--- src/rtl/xcvr_pkg.sv ---
package xcvr_pkg;
  localparam int unsigned NUM_DIR = 2;
  localparam int unsigned DIR_AB  = 0;
  localparam int unsigned DIR_BA  = 1;

  typedef struct packed {
    logic ce_n;
    logic le_n;
    logic oe_n;
  } dir_ctrl_t;
endpackage

--- src/rtl/xcvr_latch_bank.sv ---
module xcvr_latch_bank #(
  parameter int unsigned WIDTH = 8
) (
  input  logic             clk,
  input  logic             rst_n,
  input  logic             ce_n,
  input  logic             le_n,
  input  logic [WIDTH-1:0] d,
  output logic [WIDTH-1:0] q
);
  logic             open_q;
  logic [WIDTH-1:0] store_q;
  logic [WIDTH-1:0] store_nxt;
  logic             armed_q;

  always_comb open_q = ~ce_n & ~le_n;

  always_comb begin
    store_nxt = store_q;
    if (open_q) store_nxt = d;
  end

  always_ff @(posedge clk or negedge rst_n) begin
    if (!rst_n) store_q <= '0;
    else        store_q <= store_nxt;
  end

  always_ff @(posedge clk or negedge rst_n) begin
    if (!rst_n) armed_q <= 1'b0;
    else        armed_q <= 1'b1;
  end

  always_comb q = open_q ? d : store_q;

  // a closed bank keeps its output from one cycle to the next
  a_r3_hold_stable: assert property (@(posedge clk) disable iff (!rst_n)
    (armed_q && !open_q) |=> (open_q || $stable(q)));

  // direction enable rising over a low capture enable freezes the last open word
  a_r5_ce_closes: assert property (@(posedge clk) disable iff (!rst_n)
    (armed_q && ce_n && !le_n && $past(!ce_n && !le_n)) |-> (q == $past(d)));
endmodule

--- src/rtl/xcvr_drive.sv ---
module xcvr_drive #(
  parameter int unsigned WIDTH = 8
) (
  input  logic             ce_n,
  input  logic             oe_n,
  input  logic [WIDTH-1:0] q,
  output logic [WIDTH-1:0] y,
  output logic             y_oe
);
  logic drive_en;

  always_comb drive_en = ~ce_n & ~oe_n;

  always_comb begin
    y_oe = drive_en;
    y    = '0;
    if (drive_en) y = ~q;
  end
endmodule

--- src/rtl/oct_inv_latch_xcvr.sv ---
module oct_inv_latch_xcvr #(
  parameter int unsigned WIDTH = 8
) (
  input  logic             clk,
  input  logic             rst_n,
  input  logic [WIDTH-1:0] a_in,
  output logic [WIDTH-1:0] a_out,
  output logic             a_oe,
  input  logic [WIDTH-1:0] b_in,
  output logic [WIDTH-1:0] b_out,
  output logic             b_oe,
  input  logic             ab_ce_n,
  input  logic             ab_le_n,
  input  logic             ab_oe_n,
  input  logic             ba_ce_n,
  input  logic             ba_le_n,
  input  logic             ba_oe_n
);
  import xcvr_pkg::*;

  dir_ctrl_t        ctrl   [NUM_DIR];
  logic [WIDTH-1:0] din    [NUM_DIR];
  logic [WIDTH-1:0] held   [NUM_DIR];
  logic [WIDTH-1:0] dout   [NUM_DIR];
  logic             dout_oe[NUM_DIR];

  always_comb begin
    ctrl[DIR_AB] = '{ce_n: ab_ce_n, le_n: ab_le_n, oe_n: ab_oe_n};
    ctrl[DIR_BA] = '{ce_n: ba_ce_n, le_n: ba_le_n, oe_n: ba_oe_n};
    din[DIR_AB]  = a_in;
    din[DIR_BA]  = b_in;
  end

  for (genvar g = 0; g < NUM_DIR; g++) begin : g_dir
    xcvr_latch_bank #(.WIDTH(WIDTH)) u_bank (
      .clk  (clk),
      .rst_n(rst_n),
      .ce_n (ctrl[g].ce_n),
      .le_n (ctrl[g].le_n),
      .d    (din[g]),
      .q    (held[g])
    );

    xcvr_drive #(.WIDTH(WIDTH)) u_drive (
      .ce_n(ctrl[g].ce_n),
      .oe_n(ctrl[g].oe_n),
      .q   (held[g]),
      .y   (dout[g]),
      .y_oe(dout_oe[g])
    );

    // a driven side always shows the bitwise inverse of its bank
    a_r2_inverted: assert property (@(posedge clk) disable iff (!rst_n)
      dout_oe[g] |-> ((dout[g] ^ held[g]) == {WIDTH{1'b1}}));

    // an undriven side rests at zero
    a_r4_idle_zero: assert property (@(posedge clk) disable iff (!rst_n)
      !dout_oe[g] |-> (dout[g] == '0));

    // a high direction enable blocks the drive
    a_r1_ce_blocks: assert property (@(posedge clk) disable iff (!rst_n)
      ctrl[g].ce_n |-> !dout_oe[g]);
  end

  always_comb begin
    b_out = dout[DIR_AB];
    b_oe  = dout_oe[DIR_AB];
    a_out = dout[DIR_BA];
    a_oe  = dout_oe[DIR_BA];
  end

  // side A drive flag follows only the B-to-A controls
  a_r7_ba_oe: assert property (@(posedge clk) disable iff (!rst_n)
    (ba_ce_n || ba_oe_n) |-> !a_oe);
endmodule

--- config.mk ---
export PLATFORM = sky130hd
export DESIGN_NAME = oct_inv_latch_xcvr
export DESIGN_NICKNAME = d
export VERILOG_FILES = /design/src/rtl/xcvr_pkg.sv /design/src/rtl/xcvr_latch_bank.sv /design/src/rtl/xcvr_drive.sv /design/src/rtl/oct_inv_latch_xcvr.sv
export SDC_FILE = /design/constraint.sdc
export NUM_CORES = 1
export LEC_CHECK = 0
export BUFFER_PORTS_ARGS = -buffer_cell sky130_fd_sc_hd__buf_2
export CORE_MARGIN = 2
export CORE_UTILIZATION = 47
export DETAILED_ROUTE_END_ITERATION = 10
export HOLD_SLACK_MARGIN = 0.03
export PLACE_DENSITY_LB_ADDON = 0.08
export SYNTH_ARGS = -nofsm -noshare
export SYNTH_HDL_FRONTEND = slang
export SYNTH_HIERARCHICAL = 1
export SYNTH_SLANG_ARGS = --single-unit
--- constraint.sdc ---
create_clock -name clk -period 1.9 [get_ports clk]
set_clock_uncertainty 0.15 [all_clocks]
set_input_delay 0.19 -clock clk [delete_from_list [all_inputs] [get_ports clk]]
set_output_delay 0.19 -clock clk [all_outputs]
set_load 0.02 [all_outputs]
==> flow_summary_export.csv <==
group,metric,value,unit
outcome,status,"complete, no violations",
routing,vias_per_cell,4.94,
floorplanning,num_rows,15,
power,vdd_drop_max,0.532,mV
synth,ys_seq_area_share,48.3,%
global_route,grt_pass1_wl,2500,µm
critical_path,cp_data_arrival_time,1.43,ns
job,cap_violations,0,
final_layout,largest_reg_flops,16,
power,power_density,715,mW/mm²
power,power_frac_comb,27.4,%
worst_hold_path,hold_class,"in -> reg",
timing,final-hold-violation-count,0,
timing,drv_slew,0,
power,power_leakage,0.559,nW
synth,yosys.area.top_type,"dfrtp_1",
critical_path,crit_path_max_fanout,2,
final_layout,syn_to_final_growth,44.4,%
clock_tree,insertion_delay,0.28,ns
routing,drc,0,
floorplanning,design.core.area,0.00169,mm²
placement,place_ws,0.235,ns
timing,max_freq,564,MHz
timing,period_share,93.3,%
global_route,grt_max_degree,17,
routing,first_pass_iters,2,
routing,drtAntennaViolNets,0,
synth,ys.flop_type,"dfrtp_1",
routing,wl,1630,µm
synth,synthArstFlopShare,100,%
power,switching_power,0.000238,W
routing,vias,637,
clock_tree,clockBufferDepth,2,
placement,gp_congestion,0.712,
clock_tree,h-tree-depth,1,
critical_path,cp-end-kind,"primary output",
final_layout,reg_top3,"g_dir.u_bank/store_q: 16 flops",
synth,postSynthCellCount,56,
timing,min_period,1.77,ns
floorplanning,io_pins,42,
synth,synth-seq-cells,16,
synth,syn_nets,80,
clock_tree,clock_sinks,16,
routing,wl_per_cell,12.6,µm
global_route,grt_usage,17.2,%
timing,relSlewSlack,77.1,%
final_layout,diodes,0,
clock_tree,cts_buffers,3,
synth,synthesis.area,828,µm²
global_route,grt_pass1_vias,614,
power,p_sw_share,27.9,%
clock_tree,cts-root-buf,"clkbuf_4",
floorplanning,fp.dieW,46.0,µm
critical_path,reg2regPathDepth,1,
power,clkPwrFrac,25.7,%
power,internal_power,0.000617,W
placement,portBuffers,41,
worst_hold_path,holdPathStages,2,
synth,yosys_warnings,6,
floorplanning,start_util,49.0,%
final_layout,layout-drive-gt1-share,70.5,%
synth,synth-edff-count,0,
synth,synth.distinct_cells,7,
timing,worst_slack,0.127,ns
critical_path,critPathRequiredTime,1.56,ns
final_layout,regMostFlops,"g_dir.u_bank/store_q",
routing,dr.first_iter.drc_count,2,
synth,synth_common_cells,"16 x dfrtp_1, 16 x mux2_2, 14 x nor3_2, 4 x buf_6",
floorplanning,die-area,0.00211,mm²
clock_tree,cts_tree,"done",
clock_tree,clk_pin_slew,0.09,ns
clock_tree,cts_resized,0,
timing,tns,0,ns
timing,tightest_slew,0.344,ns
synth,synth_top_area_share,48.3,%
critical_path,startpoint_type,"input pin",
floorplanning,die_h,46.0,µm
timing,rsz0062_at_grt,"false",
timing,setup_viol,0,
global_route,antenna_found_initial,0,
global_route,overflow,0,
synth,synth.avg_cell_area,14.8,µm²
critical_path,critPathKind,"in -> out",
power,p_seq_share,46.9,%
synth,synthTopCellsByArea,"dfrtp_1 48%, mux2_2 22%, nor3_2 17%",
final_layout,fin_nets,137,
## through the flow
step                      utilization, %  instance area (µm²)  instances  power (W)  hold WS [ns]
after floorplan                        -                  828         56   0.000557        -0.256
after global placement              59.8                 1010        110   0.000616       -0.0347
after detailed placement            59.8                 1010        110   0.000622       -0.0361
after CTS                           70.8                 1200        129   0.000871        0.0358
after global routing                70.8                 1200        129   0.000909        0.0358
final                               70.8                 1200        129   0.000855        0.0440
## timing repair
action | CTS | global route
hold buffers | 15 | 0
setup buffers | 0 | 0
endpoints found under the hold margin | 30 | 0
setup endpoints to repair | 0 | 0
## placed cells by master (no fill, tap or decap)
cell type,count
nor3_2,14
mux2_2,16
clkbuf_8,1
clkbuf_4,3
dfrtp_1,16
nor2_1,2
nor3_4,2
buf_2,41
dlygate4sd3_1,15
nor2_4,2
## per-layer routing
metal  wire (µm)  vias to the layer above  global-route usage, %
li1            -                      311                      -
met1         704                      302                   19.9
met2         827                       20                   28.9
met3          67                        4                   3.57
met4          32                        0                   10.3
met5           0                        -                      0
## cells by family (layout without fill, tap and decap cells)
kind of cell / after synthesis / after routing / synth area share, %
DFF: 16 / 16 / 48.3
and+or+nand+nor: 20 / 20 / 24.5
muxes: 16 / 16 / 21.8
buffers and inverters: 4 / 60 / 5.44
## critical path: stages
cell and delay, ns:
dlygate4sd3_1 0.53, buf_2 0.12, mux2_2 0.28, nor3_2 0.12, buf_2 0.19
## layout make-up
type	count	area, µm²
well taps	17	21.3
repair buffers	56	355
clock buffers	4	36.3
flip-flops and latches	16	400
multi-input cells	36	383
fillers	130	493
## final timing paths
path / slack (ns) / startpoint / end
worst max-delay path: 0.13 / a_in[0] / b_out[0]
worst max register to register: 0.97 / g_dir[0].u_bank/store_q[6]$_DFF_PN0_ / g_dir[0].u_bank/store_q[6]$_DFF_PN0_
worst min register to register: 0.36 / g_dir[0].u_bank/store_q[4]$_DFF_PN0_ / g_dir[0].u_bank/store_q[4]$_DFF_PN0_
worst min-delay path: 0.04 / a_in[6] / g_dir[0].u_bank/store_q[6]$_DFF_PN0_
min in group asynchronous: 0.19 / rst_n / g_dir[0].u_bank/store_q[3]$_DFF_PN0_
max in group asynchronous: 1.16 / rst_n / g_dir[1].u_bank/store_q[3]$_DFF_PN0_
## power groups by stage
stage                     clock network [W]  registers, W  logic [W]
after floorplan                           0      0.000404   0.000153
after detailed placement                  0      0.000409   0.000213
after global routing               0.000248      0.000405   0.000256
final                              0.000220      0.000401   0.000235
after global placement                    0      0.000406   0.000210
after CTS                          0.000232      0.000402   0.000237
No activity file was read; power rests on OpenSTA's default activity.
